`src/rtl/lps_pkg.sv`:
```
package lps_pkg;

    // Drive code on the line
    typedef enum logic [1:0] {
        LC_SILENT = 2'b00,
        LC_POS    = 2'b01,
        LC_NEG    = 2'b10
    } line_code_e;

    // Sequencer state
    typedef enum logic [1:0] {
        ST_IDLE  = 2'd0,
        ST_DATA  = 2'd1,
        ST_MARK  = 2'd2,
        ST_PULSE = 2'd3
    } seq_state_e;

    // Map one frame bit onto a drive code
    function automatic line_code_e bit_to_code(input logic b);
        return b ? LC_POS : LC_NEG;
    endfunction

    // Counter width for a count range of n (at least one bit)
    function automatic int unsigned cnt_width(input int unsigned n);
        return (n > 1) ? $clog2(n) : 1;
    endfunction

endpackage

```
`src/rtl/lps_prescaler.sv`:
```
module lps_prescaler
    import lps_pkg::*;
#(
    parameter int unsigned CLKS_PER_TICK = 50000
) (
    input  logic clk,
    input  logic rst,
    input  logic clr,
    output logic tick
);
    localparam int unsigned W = cnt_width(CLKS_PER_TICK);
    localparam logic [W-1:0] LAST = W'(CLKS_PER_TICK - 1);

    logic [W-1:0] cnt_q;

    assign tick = (cnt_q == LAST);

    always_ff @(posedge clk) begin
        if (rst || clr) begin
            cnt_q <= '0;
        end else if (tick) begin
            cnt_q <= '0;
        end else begin
            cnt_q <= cnt_q + 1'b1;
        end
    end
endmodule

```
`src/rtl/lps_interval_timer.sv`:
```
module lps_interval_timer
    import lps_pkg::*;
#(
    parameter int unsigned INTERVAL_TICKS = 16
) (
    input  logic clk,
    input  logic rst,
    input  logic clr,
    input  logic tick,
    output logic fire
);
    localparam int unsigned W = cnt_width(INTERVAL_TICKS);
    localparam logic [W-1:0] LAST = W'(INTERVAL_TICKS - 1);

    logic [W-1:0] ticks_q;

    assign fire = tick && (ticks_q == LAST);

    always_ff @(posedge clk) begin
        if (rst || clr) begin
            ticks_q <= '0;
        end else if (fire) begin
            ticks_q <= '0;
        end else if (tick) begin
            ticks_q <= ticks_q + 1'b1;
        end
    end
endmodule

```
`src/rtl/lps_seq_fsm.sv`:
```
module lps_seq_fsm
    import lps_pkg::*;
#(
    parameter int unsigned PULSE_CLKS = 5,
    parameter int unsigned MARK_CLKS  = 13
) (
    input  logic       clk,
    input  logic       rst,
    input  logic       tx_en,
    input  logic       tx_data,
    input  logic       link_fail,
    input  logic       fire,
    output logic       tmr_clr,
    output line_code_e code,
    output logic       stb
);
    localparam int unsigned HMAX = (PULSE_CLKS > MARK_CLKS) ? PULSE_CLKS : MARK_CLKS;
    localparam int unsigned HW   = cnt_width(HMAX);
    localparam logic [HW-1:0] PULSE_LAST = HW'(PULSE_CLKS - 1);
    localparam logic [HW-1:0] MARK_LAST  = HW'(MARK_CLKS - 1);

    seq_state_e st_q, st_d;
    logic [HW-1:0] hold_q, hold_d;
    line_code_e code_q, code_d;
    logic stb_q, stb_d;
    logic go, start_pulse, start_mark;

    // A send request counts only while the link is good
    assign go = tx_en && !link_fail;

    always_comb begin
        st_d        = st_q;
        hold_d      = hold_q;
        code_d      = code_q;
        stb_d       = 1'b0;
        start_pulse = 1'b0;
        start_mark  = 1'b0;
        unique case (st_q)
            ST_IDLE: begin
                if (go) begin
                    st_d   = ST_DATA;
                    code_d = bit_to_code(tx_data);
                end else if (fire) begin
                    st_d        = ST_PULSE;
                    code_d      = LC_POS;
                    stb_d       = 1'b1;
                    hold_d      = '0;
                    start_pulse = 1'b1;
                end else begin
                    code_d = LC_SILENT;
                end
            end
            ST_DATA: begin
                if (go) begin
                    code_d = bit_to_code(tx_data);
                end else begin
                    st_d       = ST_MARK;
                    code_d     = LC_POS;
                    hold_d     = '0;
                    start_mark = 1'b1;
                end
            end
            ST_MARK: begin
                if (hold_q == MARK_LAST) begin
                    st_d   = ST_IDLE;
                    code_d = LC_SILENT;
                end else begin
                    hold_d = hold_q + 1'b1;
                end
            end
            ST_PULSE: begin
                if (hold_q == PULSE_LAST) begin
                    st_d   = ST_IDLE;
                    code_d = LC_SILENT;
                end else begin
                    hold_d = hold_q + 1'b1;
                end
            end
            default: begin
                st_d   = ST_IDLE;
                code_d = LC_SILENT;
            end
        endcase
    end

    // Interval restarts at each marker or pulse; held cleared during a frame
    assign tmr_clr = (st_q == ST_DATA) || start_pulse || start_mark;

    always_ff @(posedge clk) begin
        if (rst) begin
            st_q   <= ST_IDLE;
            hold_q <= '0;
            code_q <= LC_SILENT;
            stb_q  <= 1'b0;
        end else begin
            st_q   <= st_d;
            hold_q <= hold_d;
            code_q <= code_d;
            stb_q  <= stb_d;
        end
    end

    assign code = code_q;
    assign stb  = stb_q;
endmodule

```
`src/rtl/lps_tx_sequencer.sv`:
```
module lps_tx_sequencer
    import lps_pkg::*;
#(
    parameter int unsigned CLKS_PER_TICK  = 50000,
    parameter int unsigned INTERVAL_TICKS = 16,
    parameter int unsigned PULSE_CLKS     = 5,
    parameter int unsigned MARK_CLKS      = 13
) (
    input  logic       clk,
    input  logic       rst,
    input  logic       tx_en_i,
    input  logic       tx_data_i,
    input  logic       link_fail_i,
    output logic [1:0] line_code_o,
    output logic       pulse_stb_o
);
    logic       tick;
    logic       fire;
    logic       tmr_clr;
    line_code_e code;

    lps_prescaler #(
        .CLKS_PER_TICK(CLKS_PER_TICK)
    ) u_presc (
        .clk (clk),
        .rst (rst),
        .clr (tmr_clr),
        .tick(tick)
    );

    lps_interval_timer #(
        .INTERVAL_TICKS(INTERVAL_TICKS)
    ) u_timer (
        .clk (clk),
        .rst (rst),
        .clr (tmr_clr),
        .tick(tick),
        .fire(fire)
    );

    lps_seq_fsm #(
        .PULSE_CLKS(PULSE_CLKS),
        .MARK_CLKS (MARK_CLKS)
    ) u_fsm (
        .clk      (clk),
        .rst      (rst),
        .tx_en    (tx_en_i),
        .tx_data  (tx_data_i),
        .link_fail(link_fail_i),
        .fire     (fire),
        .tmr_clr  (tmr_clr),
        .code     (code),
        .stb      (pulse_stb_o)
    );

    assign line_code_o = code;
endmodule

```
`config.mk`:
```
export PLATFORM = sky130hd
export DESIGN_NAME = lps_tx_sequencer
export DESIGN_NICKNAME = d
export VERILOG_FILES = /design/src/rtl/lps_pkg.sv /design/src/rtl/lps_prescaler.sv /design/src/rtl/lps_interval_timer.sv /design/src/rtl/lps_seq_fsm.sv /design/src/rtl/lps_tx_sequencer.sv
export SDC_FILE = /design/constraint.sdc
export NUM_CORES = 1
export LEC_CHECK = 0
export BUFFER_PORTS_ARGS = -buffer_cell sky130_fd_sc_hd__buf_2
export CORE_AREA = 8 8 64 66
export CTS_BUF_LIST = sky130_fd_sc_hd__clkbuf_8
export DETAILED_ROUTE_END_ITERATION = 16
export DIE_AREA = 0 0 72 74
export SKIP_CTS_REPAIR_TIMING = 1
export SYNTH_ARGS = -nofsm -noshare
export SYNTH_HDL_FRONTEND = slang
export SYNTH_HIERARCHICAL = 1
export SYNTH_SLANG_ARGS = --single-unit
```
`constraint.sdc`:
```
create_clock -name clk -period 6.6 [get_ports clk]
set_clock_uncertainty 0.05 [all_clocks]
set_input_delay 0.66 -clock clk [delete_from_list [all_inputs] [get_ports clk]]
set_output_delay 0.66 -clock clk [all_outputs]
set_load 0.05 [all_outputs]
```
==> qor.txt, run 1 <==
status -> complete, no violations
Residual DRC -> 0
# Max-Cap Violations -> 0
Area Growth Syn to Fin -> 9.19%
Sink Count -> 29
first-pass GRT wire length -> 4.46 mm
Initial DRC Count -> 42
clock buffer depth -> 2
synthesized instance count -> 157
placed wire-length estimate -> 1.81 mm
commonest non-fill, non-tap cell in the layout -> dfxtp_1
Vias -> 1,077
syn nets -> 166
Final period util -> 43.3%
Buffers on Ports -> 7
actual slew at the worst max-slew pin -> 0.571 ns
highest clock rate -> 0.350 GHz
router iterations before antenna repair -> 4
IO Pins -> 8
final setup vio count -> 0
ant diodes -> 0
final-report max-slew violation count -> 0
CTS H-tree depth -> 2
number of global-route vias before repair -> 1,054
hold crit path type -> register to register
Setup crit end kind -> register
die area -> 0.00533 sq mm
Seq. cell area -> 581 sq um
grt ovf -> 0
Die X -> 72 microns
gr usage total -> 10.9%
Req. time, crit path -> 6.70 ns
Reg clk slew, reported paths -> 0.07 ns
Core Region -> 0.00318 sq mm
syn avg cell area -> 8.93 sq um
setup TNS -> 0 ns
min Tclk post-route -> 2.86 ns
area of the multi-input gates -> 749 sq um
crit path max fanout -> 16
P per Cell Area -> 222 mW/mm^2
power consumption -> 0.340 mW
Cell variety after synth -> 35
Lkg Pwr -> 0.503 nW
vias per cell -> 5.06
pin count of the biggest net entering global routing -> 17
CTS tree -> built
final hold violations -> 0
CTS Root Cell -> clkbuf_8
CP Class -> register to register
most frequent cells in the layout -> dfxtp_1, nor2_1, xnor2_1
post-route ant nets -> 0
FILL cells -> 303
Synth Cell Area -> 0.00140 sq mm
sequential-to-total area share from yosys stat -> 41.4%
critical path launch point type -> register
share of cells above drive strength 1 -> 11.4%
Peak VDD IR -> 0.0986 mV
post-DR wirelength/cell -> 12.4 microns
ys async rst share -> 0%
# rows -> 21
nets -> 175
clock latency on the worst-skew pair -> 0.28 ns
Main synth FF type -> dfxtp_1
Initial Util -> 44.1%
antenna violations before repair -> 0
Detailed Route WL -> 2.65 mm
unrepaired setup endpoints after global routing -> false
total CTS buffers -> 5
Yosys warnings -> 6
Post-synth EDFFs -> 0
FF+latch count, synth -> 29
crit path DAT -> 2.96 ns
gpl congestion -> 0.846
DIE HEIGHT -> 74 microns
Relative slew margins -> 61.6%
layout make-up:
| cell class | instances | share of cell area (%) |
|---|---|---|
| multi-input combinational | 116 | 48.9 |
| sequential | 29 | 37.9 |
| clock buffer | 5 | 4.49 |
| tap | 46 | 3.76 |
| timing repair buffer | 7 | 2.29 |
| inverter | 7 | 1.72 |
| clock inverter | 3 | 0.899 |
synth_stat cells (2+ instances only):
cell,count,area share (%)
a31oi_1,2,0.89
buf_6,2,1.6
o21ai_0,5,1.8
nand2b_1,2,0.89
inv_1,7,1.9
nor2_1,25,6.7
a21oi_1,4,1.4
nand3_1,5,1.8
or4bb_1,2,1.6
nor2b_1,4,1.8
xor2_1,3,1.9
nand2_1,8,2.1
nor4_1,6,2.7
ha_1,4,3.6
or3_1,6,2.7
xnor2_1,14,8.7
nor3_1,6,2.1
nand4_1,5,2.2
dfxtp_1,29,41
o211ai_1,3,1.6
power breakdown:
part	leakage [nW]	internal, mW	total [mW]	switching [mW]
registers	0.235	0.178	0.183	0.00422
clock network	0.0491	0.0713	0.138	0.0669
logic	0.219	0.00699	0.0187	0.0117
state kept, by name (all words and copies together), names as in the netlist:
register,count
u_fsm/code,2
u_presc/cnt_q,16
u_timer/ticks_q,4
u_fsm/hold_q,4
u_fsm/st_q,2
u_fsm/stb,1
critical path, stage by stage (launching register included):
cell and delay, ns:
dfxtp_1 0.37, ha_1 0.20, nand3_1 0.27, nor4_2 0.64, and4_4 0.37, a21oi_1 0.07, nor2_1 0.18, or3_1 0.47
nor2_1 0.11
metrics by stage:
step | setup WS [ns] | instance area (sq um) | hold WS [ns] | utilization (%) | std cells
floorplan | 4.15 | 1400 | 0.380 | - | 157
global placement | 3.80 | 1450 | 0.391 | 45.6 | 205
detailed placement | 3.73 | 1450 | 0.406 | 45.6 | 205
CTS | 3.71 | 1530 | 0.421 | 48.2 | 213
global route | 3.45 | 1530 | 0.446 | 48.2 | 213
finish | 3.74 | 1530 | 0.424 | 48.2 | 213
metal layers:
metal  GRT usage, %  up-vias  wire length (microns)
met3           4.04        5                     73
li1               -      566                      -
met4           6.58        0                     56
met5              0        -                      0
met2           16.2       12                   1190
met1           13.1      494                   1330
cells by family (layout without fill, tap and decap cells):
family                   after synthesis  in the layout  synth area share (%)
flip-flops                            29             29                  41.4
adder cells (fa/ha/maj)                4              4                  3.57
multiplexers                           2              2                  1.52
buffers and inverters                 12             22                  5.17
AND/OR/NAND/NOR                       74             74                  28.5
AO/OA/AOI/OAI                         18             18                  8.03
XOR/XNOR                              18             18                  11.8
path summary, 6_finish.rpt:
kind / from / to / slack, ns / cells past startpoint
hold reg to reg: u_fsm/code[0] / u_fsm/code[0] / 0.42 / 2
setup reg to reg: u_presc/cnt_q[0] / u_presc/cnt_q[11] / 3.74 / 8
hold / removal: u_fsm/code[0] / u_fsm/code[0] / 0.42 / 2
setup / recovery: u_presc/cnt_q[0] / u_presc/cnt_q[11] / 3.74 / 8
(Power assumes the default switching activity.)
==> inputs of run 2 (changes only) <==
- ABC_AREA: default -> 1
- CORE_AREA: 8 8 64 66 -> 8 8 68 70
- DIE_AREA: 0 0 72 74 -> 0 0 76 78
- clock period: 6.6 -> 2.32 ns (I/O delays scaled with it)
==> run 2 against run 1 <==
Sequential share of layout area fell by 5.9 points. Worst setup slack got worse by 3.5 ns. Synthesized cell count rose by 57%. Clock power rose to 3.0 times the previous value. Largest cell class unchanged.
==> qor.txt, run 2 <==
status -> complete, no violations
Post-DP Area -> 0.00172 sq mm (+19%)
CP Class -> register to register
CTS H-tree depth -> 2 (unchanged)
first-pass GRT wire length -> 5.67 mm (+27%)
Setup crit end kind -> register
hold crit path type -> input pin to register
Regs by FF count -> u_presc/cnt_q: 16 flops, u_fsm/hold_q: 4 flops, u_timer/ticks_q: 4 flops
syn avg cell area -> 6.57 sq um (-26%)
vias per cell -> 4.65 (-8.1%)
metal2 WL -> 1.44 mm (+21%)
Lkg Pwr -> 0.725 nW (+44%)
WL met1 -> 1.57 mm (+19%)
Reg clk slew, reported paths -> 0.06 ns (about the same)
Final period util -> 87.7% (+44 points)
crit path DAT -> 2.16 ns (-0.80 ns)
CTS tree -> built
R2R Setup Slk -> 0.29 ns (-3.46 ns)
Initial DRC Count -> 59 (+40%)
Peak VDD IR -> 0.639 mV (+550%)
fraction of synthesized area in multiplexers -> 0% (-1.5 points)
Initial Util -> 45.7% (+1.6 points)
Post-Synth Adder-Cell Area -> 3.08% (-0.48 points)
area of the multi-input gates -> 917 sq um (+22%)
final-report max-slew violation count -> 0 (unchanged)
pin count of the biggest net entering global routing -> 17 (unchanged)
min Tclk post-route -> 2.03 ns (-0.823 ns)
syn nets -> 256 (+54%)
CTS Root Cell -> clkbuf_8
max reg flops -> 16 (unchanged)
gpl congestion -> 0.846 (about the same)
gr usage total -> 11.4% (+0.51 points)
antenna violations before repair -> 0 (unchanged)
IO Pins -> 8 (unchanged)
Yosys top cell by area -> dfxtp_1
# rows -> 22 (+4.8%)
Relative slew margins -> 83.0% (+21 points)
nets -> 271 (+55%)
power consumption -> 1.44 mW (+320%)
Synth area leaders -> dfxtp_1, nand2_1, nor2_1, inv_1, a21oi_1
Yosys warnings -> 6 (unchanged)
Main synth FF type -> dfxtp_1
Post-synth EDFFs -> 0 (unchanged)
Post-Synth XOR/XNOR Area -> 3.24% (-8.5 points)
router iterations before antenna repair -> 4 (unchanged)
Sink Count -> 29 (unchanged)
Seq. cell area -> 581 sq um (unchanged)
unrepaired setup endpoints after global routing -> false
post-route ant nets -> 0 (unchanged)
routed wire length on met3 -> 104 microns (+42%)
Core Region -> 0.00355 sq mm (+12%)
Vias -> 1,441 (+34%)
clock latency on the worst-skew pair -> 0.28 ns (about the same)
FF-to-FF path depth -> 11 (+3)
synthesized instance count -> 247 (+57%)
critical path endpoint -> u_fsm/hold_q[1]
non-filler cells, final -> 310 (+46%)
FILL cells -> 387 (+28%)
DIE HEIGHT -> 78 microns (+5.4%)
Crit. Startpoint -> u_presc/cnt_q[0]
Commonest cells post-synth -> nand2_1, nor2_1, dfxtp_1
Area Growth Syn to Fin -> 11.8%
final setup vio count -> 0 (unchanged)
most frequent cells in the layout -> nand2_1, nor2_1, inv_1, dfxtp_1, a21oi_1
grt ovf -> 0 (unchanged)
Die X -> 76 microns (+5.6%)
Buffers on Ports -> 7 (unchanged)
Post-Place Cells -> 303 (+48%)
Synth top area share -> 35.8% (-5.6 points)
die area -> 0.00593 sq mm (+11%)
total CTS buffers -> 5 (unchanged)
worst r2r dst -> u_fsm/hold_q[1]
Reg-to-Reg Start -> u_presc/cnt_q[0]
Biggest register -> u_presc/cnt_q
Synth Cell Area -> 0.00162 sq mm (+16%)
Synth Area in Simple Gates -> 41.3% (+13 points)
actual slew at the worst max-slew pin -> 0.255 ns (-0.317 ns)
clock buffer depth -> 2 (unchanged)
ant diodes -> 0 (unchanged)
number of global-route vias before repair -> 1,369 (+30%)
post-synthesis compound-gate area fraction -> 8.25% (+0.22 points)
Detailed Route WL -> 3.16 mm (+19%)
Residual DRC -> 0 (unchanged)
fin util -> 51.1% (+2.9 points)
crit path max fanout -> 4 (-12)
largest family of logic cells by synthesized area -> simple AND/OR/NAND/NOR gates
post-DR wirelength/cell -> 10.2 microns (-18%)
ys async rst share -> 0% (unchanged)
highest clock rate -> 0.492 GHz (+40%)
DR top layer -> met4
Cell variety after synth -> 25 (-29%)
most common cell in the synthesized netlist -> nand2_1
setup TNS -> 0 ns (unchanged)
FF+latch count, synth -> 29 (unchanged)
sequential-to-total area share from yosys stat -> 35.8% (-5.6 points)
commonest non-fill, non-tap cell in the layout -> nand2_1
Req. time, crit path -> 2.44 ns (-4.26 ns)
share of cells above drive strength 1 -> 15.6% (+4.3 points)
final hold violations -> 0 (unchanged)
design area -> 0.00181 sq mm (+18%)
# Max-Cap Violations -> 0 (unchanged)
critical path launch point type -> register
placed wire-length estimate -> 2.34 mm (+29%)
P per Cell Area -> 795 mW/mm^2 (+260%)
==> run 2: layout make-up <==
class | instances | share of cell area, %
multi-input combinational | 185 | 50.6
tap | 48 | 3.31
clock buffer | 6 | 4.55
clock inverter | 1 | 0.207
inverter | 32 | 6.62
sequential | 29 | 32.0
timing repair buffer | 9 | 2.76
==> run 2: per-layer routing <==
layer / track usage [%] / vias up
met4: 4.12 / 0
met5: 0 / -
met2: 19.5 / 16
met1: 12.7 / 621
li1: - / 800
met3: 4.03 / 4
==> run 2: cells by family (layout without fill, tap and decap cells) <==
group | Yosys count | count (layout)
DFF | 29 | 29
AOI/OAI and AO/OA | 25 | 25
adders and majority gates | 4 | 4
xor gates and xnor gates | 6 | 6
and+or+nand+nor | 150 | 150
buffers and inverters | 33 | 48
==> run 2: stage by stage <==
stage                     hold slack, ns  setup slack (ns)
final                              0.170             0.286
after global routing               0.176           0.00675
after CTS                          0.160             0.159
after global placement             0.394             0.241
after floorplan                    0.251            0.0780
after detailed placement           0.402             0.175
==> run 2: critical path, stage by stage (launching register included) <==
cell and delay [ns]:
dfxtp_1 0.37, ha_1 0.20, nand3_1 0.10, or2_2 0.30, nor2_2 0.15, nand3_2 0.11, nor2_2 0.13, nand2_1 0.11
a21oi_2 0.20, nand2_2 0.09, nor2_1 0.09, nor2_1 0.05
==> run 2: how the worst min path moves through the flow <==
stage                     startpoint               end  slack (ns)  cells after the start
floorplan                        rst     u_fsm/code[1]        0.25                      1
global placement    u_presc/cnt_q[0]  u_presc/cnt_q[0]        0.39                      1
detailed placement     u_fsm/code[1]     u_fsm/code[1]        0.40                      2
CTS                              rst   u_fsm/hold_q[2]        0.16                      2
global route                     rst   u_fsm/hold_q[2]        0.18                      2
finish                           rst   u_fsm/hold_q[2]        0.17                      2
==> run 2: where the power goes <==
group,switching [mW],internal [mW],total (mW)
Sequential,0.0651,0.559,0.624
Clock,0.185,0.230,0.416
Combinational,0.263,0.139,0.402
Total,0.514,0.928,1.44
==> inputs of run 3 (changes only) <==
- ABC_AREA: 1 -> 0
- CORE_AREA: 8 8 68 70 -> 8 8 64 66
- DIE_AREA: 0 0 76 78 -> 0 0 72 74
==> run 3 against run 2 <==
Sequential share of layout area grew 3.9 points. Clock power shrank 14%. Core utilization is essentially flat. Non-clock buffer count grew 7. Cell count shrank 29%. Largest cell class unchanged. Highest routed layer unchanged.
==> qor.txt, run 3 (same netlist as run 1, synthesis figures left out) <==
hold crit path type -> input pin to register
Die X -> 72 microns (-5.3%)
CP Class -> register to register
crit path cell chain -> or4bb_4 > nor4_4 > and4_4 > a21oi_2 > nor2_2 > or3_1 > buf_12 > nor2_1
die area -> 0.00533 sq mm (-10%)
FF-to-FF path depth -> 8 (-3)
final-report max-slew violation count -> 0 (unchanged)
Initial DRC Count -> 41 (-31%)
actual slew at the worst max-slew pin -> 0.514 ns (+0.259 ns)
most frequent cells in the layout -> dfxtp_1, nor2_1, xnor2_1
CP max stage cell -> or4bb_4
CTS tree -> built
Regs by FF count -> u_presc/cnt_q: 16 flops, u_fsm/hold_q: 4 flops, u_timer/ticks_q: 4 flops
Reg-to-Reg Start -> u_presc/cnt_q[12]
total CTS buffers -> 5 (unchanged)
critical path endpoint -> u_presc/cnt_q[14]
Lkg Pwr -> 0.565 nW (-22%)
P per Cell Area -> 578 mW/mm^2 (-27%)
gpl congestion -> 0.795 (-6.0%)
Setup crit end kind -> register
status -> complete, no violations
Req. time, crit path -> 2.43 ns (about the same)
post-route ant nets -> 0 (unchanged)
commonest non-fill, non-tap cell in the layout -> dfxtp_1
worst r2r dst -> u_presc/cnt_q[14]
crit path DAT -> 2.32 ns (+0.16 ns)
WHS Path Cells -> 3 (+1)
unrepaired setup endpoints after global routing -> false
Peak VDD IR -> 0.400 mV (-37%)
final hold violations -> 0 (unchanged)
clock buffer depth -> 2 (unchanged)
first-pass GRT wire length -> 4.88 mm (-14%)
ant diodes -> 0 (unchanged)
Combinational Power Share -> 6.5% (-21 points)
router iterations before antenna repair -> 4 (unchanged)
post-DR wirelength/cell -> 12.8 microns (+26%)
Reg clk slew, reported paths -> 0.06 ns (about the same)
nets -> 184 (-32%)
grt ovf -> 0 (unchanged)
min Tclk post-route -> 2.21 ns (+0.180 ns)
CTS H-tree depth -> 2 (unchanged)
Final period util -> 95.4% (+7.8 points)
critical path launch point type -> register
Residual DRC -> 0 (unchanged)
Relative slew margins -> 65.7% (-17 points)
setup TNS -> 0 ns (unchanged)
antenna violations before repair -> 0 (unchanged)
share of cells above drive strength 1 -> 18.4% (+2.7 points)
number of cells on the critical path -> 8 (-3)
clock latency on the worst-skew pair -> 0.27 ns (about the same)
family with the most delay on the worst path -> simple AND/OR/NAND/NOR gates
Clock power frac -> 38.1% (+9.3 points)
pin count of the biggest net entering global routing -> 17 (unchanged)
# Max-Cap Violations -> 0 (unchanged)
worst path buffer plus inverter count -> 1 (+1)
fin util -> 51.1% (about the same)
Switching Share -> 22.3% (-13 points)
highest clock rate -> 0.452 GHz (-8.1%)
final setup vio count -> 0 (unchanged)
DIE HEIGHT -> 74 microns (-5.1%)
R2R Setup Slk -> 0.11 ns (-0.18 ns)
Sink Count -> 29 (unchanged)
Core Region -> 0.00318 sq mm (-10%)
Crit. Startpoint -> u_presc/cnt_q[12]
Area Growth Syn to Fin -> 15.8%
CTS Root Cell -> clkbuf_8
vias per cell -> 5.14 (+11%)
Initial Util -> 44.1% (-1.6 points)
placed wire-length estimate -> 2.10 mm (-10%)
Vias -> 1,131 (-22%)
max reg flops -> 16 (unchanged)
sequential fraction of design power -> 55.4% (+12 points)
number of global-route vias before repair -> 1,108 (-19%)
P_sw -> 0.210 mW (-59%)
# rows -> 21 (-4.5%)
Biggest register -> u_presc/cnt_q
Detailed Route WL -> 2.83 mm (-11%)
Buffers on Ports -> 7 (unchanged)
IO Pins -> 8 (unchanged)
gr usage total -> 11.7% (+0.26 points)
crit path max fanout -> 16 (+12)
critical path's largest stage delay -> 0.55 ns (+0.18 ns)
internal power -> 0.729 mW (-21%)
run 3: worst min-delay path by stage:
stage,start,to,slack [ns]
finish,tx_data_i,u_fsm/code[0],0.23
global route,tx_data_i,u_fsm/code[1],0.26
CTS,tx_data_i,u_fsm/code[1],0.22
detailed placement,u_presc/cnt_q[0],u_presc/cnt_q[0],0.42
global placement,u_presc/cnt_q[0],u_presc/cnt_q[0],0.40
floorplan,rst,u_timer/ticks_q[2],0.26
run 3: worst reg2reg max path, delay by kind of cell, from the launching register on:
kind / cells / cell delay (ns)
compound gates: 1 / 0.06
simple gates: 6 / 1.50
flops: 1 / 0.34
buf+inv: 1 / 0.15
run 3: routing by layer:
| metal | vias up | wire length (microns) | GRT usage, % |
|---|---|---|---|
| met5 | - | 0 | 0 |
| met4 | 0 | 19 | 5.67 |
| met3 | 2 | 103 | 3.50 |
| met2 | 17 | 1320 | 18.0 |
| met1 | 531 | 1380 | 14.5 |
| li1 | 581 | - | - |
run 3: area by class of cell:
type                    instances  area (sq um)
well taps                      46          57.6
flip-flops and latches         29           583
repair buffers                 16           115
fillers                       284          1560
clock inverters                 1          5.00
multi-input cells             116           768
clock buffers                   5          68.8
inverters                       7          26.3
run 3: metrics by stage:
stage	hold slack (ns)	cells	setup WS (ns)	instance area [sq um]	power [mW]
after floorplan	0.259	157	-0.00130	1420	0.577
after global placement	0.400	212	0.128	1530	0.588
after detailed placement	0.416	212	0.0641	1530	0.591
after CTS	0.221	218	0.0542	1610	0.948
after global routing	0.264	220	0.0123	1620	0.979
final	0.233	220	0.106	1620	0.939
run 3: power groups by stage:
stage | Sequential, mW | Combinational [mW] | Clock, mW
final | 0.520 | 0.0610 | 0.358
after global routing | 0.521 | 0.0675 | 0.391
after CTS | 0.520 | 0.0606 | 0.367
after detailed placement | 0.531 | 0.0605 | 0
after global placement | 0.530 | 0.0583 | 0
after floorplan | 0.531 | 0.0462 | 0
